File: config.mk
export PLATFORM = sky130hd
export DESIGN_NAME = wpg_guard_top
export DESIGN_NICKNAME = d
export VERILOG_FILES = /design/src/rtl/wpg_pkg.sv /design/src/rtl/wpg_mode_reg.sv /design/src/rtl/wpg_wr_filter.sv /design/src/rtl/wpg_event_policy.sv /design/src/rtl/wpg_guard_top.sv
export SDC_FILE = /design/constraint.sdc
export NUM_CORES = 1
export LEC_CHECK = 0
export ABC_AREA = 1
export BUFFER_PORTS_ARGS = -buffer_cell sky130_fd_sc_hd__buf_2
export CAP_MARGIN = 20
export CORE_ASPECT_RATIO = 2
export CORE_MARGIN = 2
export CORE_UTILIZATION = 46
export DETAILED_ROUTE_END_ITERATION = 6
export PLACE_DENSITY = 0.85
export SLEW_MARGIN = 20
export SYNTH_ARGS = -nofsm -noshare
export SYNTH_HDL_FRONTEND = slang
export SYNTH_SLANG_ARGS = --single-unit
File: constraint.sdc
create_clock -name clk -period 3.3 [get_ports clk]
set_clock_uncertainty 0.05 [all_clocks]
set_input_delay 0.165 -clock clk [delete_from_list [all_inputs] [get_ports clk]]
set_output_delay 0.165 -clock clk [all_outputs]
set_load 0.05 [all_outputs]
File: src/rtl/wpg_pkg.sv
package wpg_pkg;

    localparam logic [23:0] WPG_PASSKEY = 24'h414553;
    localparam int          WPG_EV_N    = 5;

    localparam int EV_PKEY  = 0;
    localparam int EV_WPV   = 1;
    localparam int EV_GLT   = 2;
    localparam int EV_SEQ   = 3;
    localparam int EV_SWERR = 4;

    localparam logic [WPG_EV_N-1:0] CLASS_ACCESS = 5'b10011;
    localparam logic [WPG_EV_N-1:0] CLASS_PHYS   = 5'b01100;

    typedef enum logic [2:0] {
        ACT_REPORT    = 3'd0,
        ACT_LOCK_ACC  = 3'd1,
        ACT_LOCK_PHY  = 3'd2,
        ACT_LOCK_ALL  = 3'd3,
        ACT_WIPE_ACC  = 3'd4,
        ACT_WIPE_PHY  = 3'd5,
        ACT_WIPE_ALL  = 3'd6,
        ACT_SPARE     = 3'd7
    } wpg_action_e;

    typedef struct packed {
        wpg_action_e action;
        logic        first_only;
        logic        prot_ctrl;
        logic        prot_irq;
        logic        prot_cfg;
    } wpg_mode_t;

    function automatic logic [WPG_EV_N-1:0] wpg_resp_mask(input wpg_action_e a);
        case (a)
            ACT_LOCK_ACC, ACT_WIPE_ACC: wpg_resp_mask = CLASS_ACCESS;
            ACT_LOCK_PHY, ACT_WIPE_PHY: wpg_resp_mask = CLASS_PHYS;
            ACT_LOCK_ALL, ACT_WIPE_ALL: wpg_resp_mask = CLASS_ACCESS | CLASS_PHYS;
            default:                    wpg_resp_mask = '0;
        endcase
    endfunction

    function automatic logic wpg_wipes(input wpg_action_e a);
        wpg_wipes = (a == ACT_WIPE_ACC) || (a == ACT_WIPE_PHY) || (a == ACT_WIPE_ALL);
    endfunction

    function automatic logic [31:0] wpg_mode_word(input wpg_mode_t m);
        wpg_mode_word = {24'h0, m.action, m.first_only, 1'b0,
                         m.prot_ctrl, m.prot_irq, m.prot_cfg};
    endfunction

endpackage

File: src/rtl/wpg_mode_reg.sv
module wpg_mode_reg
    import wpg_pkg::*;
#(
    parameter int ADDR_W   = 6,
    parameter int MODE_IDX = 57
) (
    input  logic              clk,
    input  logic              rst,
    input  logic              wen,
    input  logic [ADDR_W-1:0] addr,
    input  logic [31:0]       wdata,
    output wpg_mode_t         mode_o
);
    logic hit;
    logic key_ok;
    logic unused_bit3;
    wpg_mode_t mode_q;

    assign hit         = wen && (32'(addr) == MODE_IDX);
    assign key_ok      = (wdata[31:8] == WPG_PASSKEY);
    assign unused_bit3 = wdata[3];

    always_ff @(posedge clk) begin
        if (rst) begin
            mode_q <= '0;
        end else if (hit) begin
            mode_q.action     <= wpg_action_e'(wdata[7:5]);
            mode_q.first_only <= wdata[4];
            if (key_ok) begin
                mode_q.prot_ctrl <= wdata[2];
                mode_q.prot_irq  <= wdata[1];
                mode_q.prot_cfg  <= wdata[0];
            end
        end
    end

    assign mode_o = mode_q;


    key_guard_chk: assert property (@(posedge clk) disable iff (rst)
        (hit && !key_ok) |=> ($stable(mode_q.prot_ctrl) && $stable(mode_q.prot_irq)
                              && $stable(mode_q.prot_cfg)));

endmodule

File: src/rtl/wpg_wr_filter.sv
module wpg_wr_filter
    import wpg_pkg::*;
#(
    parameter int ADDR_W   = 6,
    parameter int CFG_BASE = 0,
    parameter int CFG_CNT  = 16,
    parameter int IRQ_BASE = 16,
    parameter int IRQ_CNT  = 4,
    parameter int CTRL_IDX = 20,
    parameter int MODE_IDX = 57,
    parameter int STAT_IDX = 58
) (
    input  logic              wen,
    input  logic [ADDR_W-1:0] addr,
    input  wpg_mode_t         mode,
    output logic              viol_o,
    output logic              fwd_o
);
    localparam int N_GRP = 3;

    int               ai;
    logic [N_GRP-1:0] in_grp;
    logic [N_GRP-1:0] grp_en;
    logic             own_reg;

    assign ai     = 32'(addr);
    assign grp_en = {mode.prot_ctrl, mode.prot_irq, mode.prot_cfg};

    for (genvar g = 0; g < N_GRP; g++) begin : g_grp
        localparam int LO  = (g == 0) ? CFG_BASE : (g == 1) ? IRQ_BASE : CTRL_IDX;
        localparam int CNT = (g == 0) ? CFG_CNT  : (g == 1) ? IRQ_CNT  : 1;
        assign in_grp[g] = (ai >= LO) && (ai < LO + CNT);
    end

    assign own_reg = (ai == MODE_IDX) || (ai == STAT_IDX);
    assign viol_o  = wen && |(in_grp & grp_en);
    assign fwd_o   = wen && !viol_o && !own_reg;

endmodule

File: src/rtl/wpg_event_policy.sv
module wpg_event_policy
    import wpg_pkg::*;
#(
    parameter int ADDR_W = 6,
    parameter int SWT_W  = 4
) (
    input  logic                clk,
    input  logic                rst,
    input  wpg_mode_t           mode,
    input  logic [WPG_EV_N-1:0] ev,
    input  logic                int_viol,
    input  logic [ADDR_W-1:0]   viol_addr,
    input  logic [SWT_W-1:0]    swe_typ,
    input  logic                stat_rd,
    input  logic                unlock,
    output logic                lock_now_o,
    output logic                key_wipe_o,
    output logic [WPG_EV_N-1:0] flags_o,
    output logic [ADDR_W-1:0]   src_o,
    output logic [SWT_W-1:0]    typ_o,
    output logic                irq_o
);
    logic [WPG_EV_N-1:0] flag_q;
    logic [WPG_EV_N-1:0] flag_base;
    logic [ADDR_W-1:0]   src_q;
    logic [SWT_W-1:0]    typ_q;
    logic                irq_q;
    logic                lock_q;
    logic                hit;
    logic                take_src;
    logic                take_typ;

    assign flag_base = stat_rd ? '0 : flag_q;

    for (genvar i = 0; i < WPG_EV_N; i++) begin : g_flag
        always_ff @(posedge clk) begin
            if (rst) flag_q[i] <= 1'b0;
            else     flag_q[i] <= flag_base[i] | ev[i];
        end
    end

    assign take_src = ev[EV_WPV]   && (!mode.first_only || !flag_base[EV_WPV]);
    assign take_typ = ev[EV_SWERR] && (!mode.first_only || !flag_base[EV_SWERR]);

    always_ff @(posedge clk) begin
        if (rst) begin
            src_q <= '0;
            typ_q <= '0;
            irq_q <= 1'b0;
        end else begin
            if (take_src) src_q <= int_viol ? viol_addr : '1;
            if (take_typ) typ_q <= swe_typ;
            irq_q <= (stat_rd ? 1'b0 : irq_q) | (|ev);
        end
    end

    assign hit = |(ev & wpg_resp_mask(mode.action));

    always_ff @(posedge clk) begin
        if (rst)         lock_q <= 1'b0;
        else if (hit)    lock_q <= 1'b1;
        else if (unlock) lock_q <= 1'b0;
    end

    assign lock_now_o = lock_q | hit;
    assign key_wipe_o = hit && wpg_wipes(mode.action);
    assign flags_o    = flag_q;
    assign src_o      = src_q;
    assign typ_o      = typ_q;
    assign irq_o      = irq_q;


    passive_chk: assert property (@(posedge clk) disable iff (rst)
        (mode.action == ACT_REPORT || mode.action == ACT_SPARE) |-> !key_wipe_o);


    irq_rise_chk: assert property (@(posedge clk) disable iff (rst)
        $rose(irq_q) |-> $past(|ev));


    first_hold_chk: assert property (@(posedge clk) disable iff (rst)
        (mode.first_only && flag_q[EV_SWERR] && !stat_rd) |=> $stable(typ_q));


    unlock_chk: assert property (@(posedge clk) disable iff (rst)
        (unlock && !(|ev)) |=> !lock_q);

endmodule

File: src/rtl/wpg_guard_top.sv
module wpg_guard_top
    import wpg_pkg::*;
#(
    parameter int ADDR_W   = 6,
    parameter int SWT_W    = 4,
    parameter int CFG_BASE = 0,
    parameter int CFG_CNT  = 16,
    parameter int IRQ_BASE = 16,
    parameter int IRQ_CNT  = 4,
    parameter int CTRL_IDX = 20,
    parameter int MODE_IDX = 57,
    parameter int STAT_IDX = 58
) (
    input  logic              clk,
    input  logic              rst,
    input  logic [ADDR_W-1:0] bus_addr,
    input  logic [31:0]       bus_wdata,
    input  logic              bus_wen,
    input  logic              bus_ren,
    output logic [31:0]       bus_rdata,
    output logic              wr_fwd_o,
    input  logic [4:0]        ev_i,
    input  logic [SWT_W-1:0]  swe_typ_i,
    input  logic              unlock_i,
    input  logic              eng_busy_i,
    input  logic              start_req_i,
    output logic              start_o,
    output logic              key_wipe_o,
    output logic              sec_irq_o
);
    localparam int SRC_LSB = 8;
    localparam int TYP_LSB = 16;

    wpg_mode_t           mode;
    logic                viol;
    logic                stat_rd;
    logic                lock_now;
    logic [WPG_EV_N-1:0] ev_all;
    logic [WPG_EV_N-1:0] flags;
    logic [ADDR_W-1:0]   src;
    logic [SWT_W-1:0]    typ;

    wpg_mode_reg #(.ADDR_W(ADDR_W), .MODE_IDX(MODE_IDX)) mode_i (
        .clk(clk), .rst(rst), .wen(bus_wen), .addr(bus_addr),
        .wdata(bus_wdata), .mode_o(mode)
    );

    wpg_wr_filter #(
        .ADDR_W(ADDR_W), .CFG_BASE(CFG_BASE), .CFG_CNT(CFG_CNT),
        .IRQ_BASE(IRQ_BASE), .IRQ_CNT(IRQ_CNT), .CTRL_IDX(CTRL_IDX),
        .MODE_IDX(MODE_IDX), .STAT_IDX(STAT_IDX)
    ) filt_i (
        .wen(bus_wen), .addr(bus_addr), .mode(mode),
        .viol_o(viol), .fwd_o(wr_fwd_o)
    );

    always_comb begin
        ev_all         = ev_i;
        ev_all[EV_WPV] = ev_i[EV_WPV] | viol;
    end

    assign stat_rd = bus_ren && (32'(bus_addr) == STAT_IDX);

    wpg_event_policy #(.ADDR_W(ADDR_W), .SWT_W(SWT_W)) pol_i (
        .clk(clk), .rst(rst), .mode(mode), .ev(ev_all),
        .int_viol(viol), .viol_addr(bus_addr), .swe_typ(swe_typ_i),
        .stat_rd(stat_rd), .unlock(unlock_i),
        .lock_now_o(lock_now), .key_wipe_o(key_wipe_o),
        .flags_o(flags), .src_o(src), .typ_o(typ), .irq_o(sec_irq_o)
    );

    always_comb begin
        bus_rdata = '0;
        if (bus_ren) begin
            if (32'(bus_addr) == MODE_IDX) begin
                bus_rdata = wpg_mode_word(mode);
            end else if (stat_rd) begin
                bus_rdata[WPG_EV_N-1:0]            = flags;
                bus_rdata[SRC_LSB +: ADDR_W]       = src;
                bus_rdata[TYP_LSB +: SWT_W]        = typ;
            end
        end
    end

    assign start_o = start_req_i && !eng_busy_i && !lock_now;


    start_gate_chk: assert property (@(posedge clk) disable iff (rst)
        (lock_now || eng_busy_i) |-> !start_o);


    drop_chk: assert property (@(posedge clk) disable iff (rst)
        viol |-> (!wr_fwd_o && ev_all[EV_WPV]));


    wipe_lock_chk: assert property (@(posedge clk) disable iff (rst)
        key_wipe_o |=> !start_o || unlock_i);

endmodule

-- Word-level counts from Yosys, hierarchy flattened
Index checks and enable logic that the tools add are counted.
- register bits after elaboration: 24
- input bits: 54
- output and inout port bits: 36
- logic and storage cells: 88
- $lt $le $gt $ge: 6
- equality and inequality tests: 11
- mux-type cells: 14
- bitwise logic cells: 10
- reductions and logical operators: 33
- operators with widths (cell ; count):
    $eq A24 B23 Y1 const B ; 1
    $mux W20 ; 1
    $lt A6 B5 Y1 const B ; 3
    $mux W6 ; 3
    $mux W5 ; 3
    $pmux W5 S3 ; 1
    $logic_and A1 B1 Y1 ; 13
    $eq A6 B4 Y1 const B ; 2
    $eq A6 B6 Y1 const B ; 2
    $ge A6 B5 Y1 const B ; 2
    $reduce_or A5 Y1 ; 2
    $eq A3 B3 Y1 const B ; 3
    $mux W4 ; 2
    $or A1 B1 Y1 ; 8
    $logic_not A1 Y1 ; 7
    $eq A3 B2 Y1 const B ; 2
    $ge A6 B1 Y1 const B ; 1
    $reduce_or A2 Y1 ; 3
    $and A5 B5 Y5 ; 1
    $logic_or A1 B1 Y1 ; 5
    $and A3 B3 Y3 ; 1
    $eq A3 B1 Y1 const B ; 1
    $mux W1 ; 3
    $mux W3 ; 1
    other kinds (3) ; 3

-- Logic depth before layout (Yosys ltp)
- depth after elaboration: 11
- mapped depth: 11
- depth with buffers taken out: 11

-- Cells and area by module
From an unflattened synthesis, not the netlist that was laid out.
- cells, all modules: 325
- area, all modules: 1889.3 µm²
- by module, submodules not included (module ; instances ; cells an instance ; area an instance (µm²) ; seq. area each (µm²)):
    wpg_event_policy ; 1 ; 106 ; 728.2 ; 340.3
    wpg_mode_reg ; 1 ; 113 ; 624.3 ; 140.1
    wpg_guard_top ; 1 ; 80 ; 417.9 ; 0.0
    wpg_wr_filter ; 1 ; 26 ; 118.9 ; 0.0

-- Worst setup path after synthesis
Ideal clock, no wire load.
- kind: in2out
- from: input bus_addr[3]
- to: output bus_rdata[5]
- arrival time: 1.789 ns
- data required time: 3.085 ns
- slack: 1.296 ns
- stages on the path: 5
- path buffers: 1
- cells stage by stage: inv_1 > nor2_2 > nand3_4 > clkbuf_1 > nor3_1
- longest elaborated chain between the ends: 3
- ends and longest elaborated chain (item ; line ; text):
    from (decl) ; wpg_guard_top.sv:16 ; input logic [ADDR_W-1:0] bus_addr,
    $eq A6 B6 Y1 ; wpg_guard_top.sv:75 ; if (32'(bus_addr) == MODE_IDX) begin
    $mux W3 ; wpg_guard_top.sv:75 ;
    $mux W20 ; wpg_guard_top.sv:74 ; if (bus_ren) begin
    to (decl) ; wpg_guard_top.sv:20 ; output logic [31:0] bus_rdata,
Every way passes these cells.

-- Worst setup path in the final report
- from: register mode_i.mode_q, in the netlist mode_i.mode_o[1]
- to: output key_wipe_o
- longest elaborated chain between the ends: 7
- ends and longest elaborated chain (item ; line ; text):
    from (decl) ; wpg_mode_reg.sv:17 ; wpg_mode_t mode_q;
    $and A3 B3 Y3 ; wpg_wr_filter.sv:36 ; assign viol_o = wen && |(in_grp & grp_en);
    $reduce_or A3 Y1 ; wpg_wr_filter.sv:36 ;
    $logic_and A1 B1 Y1 ; wpg_wr_filter.sv:36 ;
    $or A1 B1 Y1 ; wpg_guard_top.sv:59 ; ev_all[EV_WPV] = ev_i[EV_WPV] | viol;
    $and A5 B5 Y5 ; wpg_event_policy.sv:57 ; assign hit = |(ev & wpg_resp_mask(mode.action));
    $reduce_or A5 Y1 ; wpg_event_policy.sv:57 ;
    $logic_and A1 B1 Y1 ; wpg_event_policy.sv:66 ; assign key_wipe_o = hit && wpg_wipes(mode.action);
    to (decl) ; wpg_guard_top.sv:28 ; output logic key_wipe_o,
Every way passes these cells.

==> results by group <==
Run status
  – Status: finished clean

Clock tree
  – Worst skew pair latency: 270 ps
  – CTS sink count: 24
  – Hold_buf cts: 0
  – Clock transition at the registers of the reported paths: ~80 ps
  – Setup Buffers After CTS: 0
  – Clock buffer count from CTS: 3
  – PostCTS Resize Cnt: 0
  – CTS tree: done
  – Root Driver: clkbuf_8
  – Bufs on Longest Clock Path: 2
  – H-tree levels: 1

Timing
  – Final-report max-slew violation count: 0
  – Hold WS: 63.9 ps
  – Fin crit period: roughly 1900 ps
  – Final Hold Viols: 0
  – Peak Freq: 525 MHz
  – Unrepaired setup endpoints after global routing: false
  – Fin crit share: 0.577
  – Final TNS setup: 0 ps
  – Final setup fails: 0

Layout
  – Share of cells above drive strength 1: 0.312
  – Commonest cells after routing, fill and taps aside: buf_2 (74), nor2_1 (47), nand2_1 (34), inv_1 (26), dfxtp_1 (24)
  – # diodes: 0
  – Area grow syn2layout: 28.3%
  – Fillers: 272
  – Multi-input gate area: a little under 800 um^2
  – Sequential cell area: 480 um^2
  – Final net count: ~350
  – Most common cell after layout, fill and taps aside: buf_2

Job
  – # Max-Cap Violations: 0

Power
  – LEAKAGE: ~1.0 nW
  – Maximum VDD drop: ~230 uV
  – Cell area power density: 380 nW/um^2

Critical path
  – Worst r2r path cells: 8
  – Worst Setup SP: mode_i.mode_o[1]$_SDFFE_PP0P_
  – Critical path's top delay family: simple AND/OR/NAND/NOR gates
  – Crit path DAT: approximately 1700 ps
  – Crit path depth: 9
  – Worst Setup Start Kind: flop
  – CP endpoint kind: primary output
  – CP max stage cell: dfxtp_1
  – CP max stage delay: 370 ps
  – Worst Path Required: 3080 ps
  – Cell-by-cell trace of the critical path: nor2_1 > nor2_1 > nand2_1 > nand2_1 > nand3_1 > nand3_1 > nand2_1 > a21oi_1 > buf_2
  – Critical R2R Launch: mode_i.mode_o[1]$_SDFFE_PP0P_
  – R2r setup slk: between 1500 and 2000 ps
  – Crit path top cell by count: nand2_1
  – CP max FO: 3
  – Crit path buffers/inverters: 1
  – Crit path kind: flop to primary output

Detailed routing
  – Routed WL: between 3000 and 4000 um
  – First drt pass iteration count: 4
  – Met3 WL: 242 um
  – Post-route DRC: 0
  – Met1 wire length: approximately 1100 um
  – Max layer used: met4
  – Iteration-0 DRC Markers: 24
  – Vias/cell: about 4.8
  – Vias: between 1500 and 2000
  – Wire length per cell: between 10 and 15 um
  – Final ANT Viol Nets: 0
  – Met2 WL: 1880 um

Synth
  – #FFs+latches synth: 24
  – Yosys warns: 0
  – Avg Cell Area, Syn: between 6 and 7 um^2
  – Sequential share of the synthesized area: 0.333
  – Post-Syn Area: around 1400 um^2
  – Synth cell types: 27
  – Syn Inst Count: 219

Floorplanning
  – Core Area: 2980 um^2
  – Die height: roughly 83 um
  – # rows: 28
  – DIE AREA: about 3600 um^2
  – Initial Util: 0.484
  – Die span in x: around 44 um
  – IO Count: 90

Global route
  – Initial antenna violation count: 0
  – Vias in the first global route: 1389
  – First-pass GRT wire length: 5640 um
  – Tot GR Track Use: 0.198
  – Remaining Overflow, GRT: 0
  – Largest net degree at the start of global routing: 20

Worst hold path
  – Worst min-delay path startpoint: bus_wdata[4]
  – Worst min path class: input port to flop
  – Hold Path Cell Cnt: 3

Placed design
  – Placed wire-length estimate: approximately 2700 um
  – Final GP Congestion: 0.821
  – I/O Buffers: 74
[final timing paths]
path	to
min	mode_i.mode_o[3]$_SDFFE_PP0P_
max	key_wipe_o
min reg2reg	mode_i.mode_o[0]$_SDFFE_PP0P_
max reg2reg	pol_i.flags_o[1]$_SDFF_PP0_
[layer usage]
layer,global-route usage,up-vias
met1,0.185,650
met2,0.373,70
met3,0.0304,7
li1,-,810
met5,0,-
met4,0.113,0
[cells in the mapped netlist]
library cell  count  area [um^2]
nor3_1            3         15.0
nor2_4            1         11.3
a211oi_1          2         15.0
nand3_1           7         35.0
buf_4            14          105
nand3_2           1         10.0
o21ai_1           5         25.0
nand4_1           2         12.5
dfxtp_1          24          480
nor2_1           47          176
o21ai_0          12         60.1
a211oi_2          1         12.5
a21oi_1          19         95.1
conb_1            1         3.75
clkbuf_1          4         15.0
inv_1            26         97.6
nand3_4           1         17.5
nand3b_1          3         22.5
o21bai_1          1         7.51
nand2_4           2         22.5
nor3_2            1         10.0
nor2_2            2         12.5
nand2_2           1         6.26
inv_2             2         7.51
xor2_1            2         17.5
nand4_4           1         21.3
nand2_1          34          128
[logic make-up after synthesis]
family | Yosys count | synth area share
AO/OA/AOI/OAI | 40 | 0.149
XOR/XNOR | 2 | 0.0121
buffers and inverters | 46 | 0.156
flip-flops | 24 | 0.333
other | 1 | 0.00260
AND/OR/NAND/NOR | 106 | 0.347
[cell type report]
type / count / share of cell area
Clock inverter: 1 / 0.0162
Timing Repair Buffer: 74 / 0.200
Multi-Input combinational cell: 162 / 0.425
Clock buffer: 3 / 0.0223
Tap cell: 30 / 0.0203
Inverter: 28 / 0.0568
Sequential cell: 24 / 0.260
[metrics by stage]
stage	utilization	std cells	cell area [um^2]	total power, mW	worst slack (ps)
after floorplan	-	232	1490	0.422	1300
after CTS	0.621	322	1850	0.711	1380
after global routing	0.621	322	1850	0.738	1200
after detailed placement	0.597	318	1780	0.454	1460
after global placement	0.597	318	1780	0.451	1470
final	0.621	322	1850	0.704	1390
[power breakdown]
group | internal [mW] | switching (mW)
clock network | 0.162 | 0.0938
logic | 0.0433 | 0.0918
registers | 0.305 | 0.00789
[worst register-to-register path, stage by stage (launching register included)]
cell,delay [ps]
dfxtp_1,340
nor2_1,130
nor2_1,60
nand2_1,60
nand2_1,60
nand3_1,130
nand2_1,180
o21ai_0,210
inv_1,60
[registers in the layout (all words and copies together), names as in the netlist]
name and cells:
mode_i.mode_o 7, pol_i.src_o 6, pol_i.flags_o 5, pol_i.typ_o 4, pol_i.irq_o 1, pol_i.lock_q 1
Power figures use the tool's default switching activity.
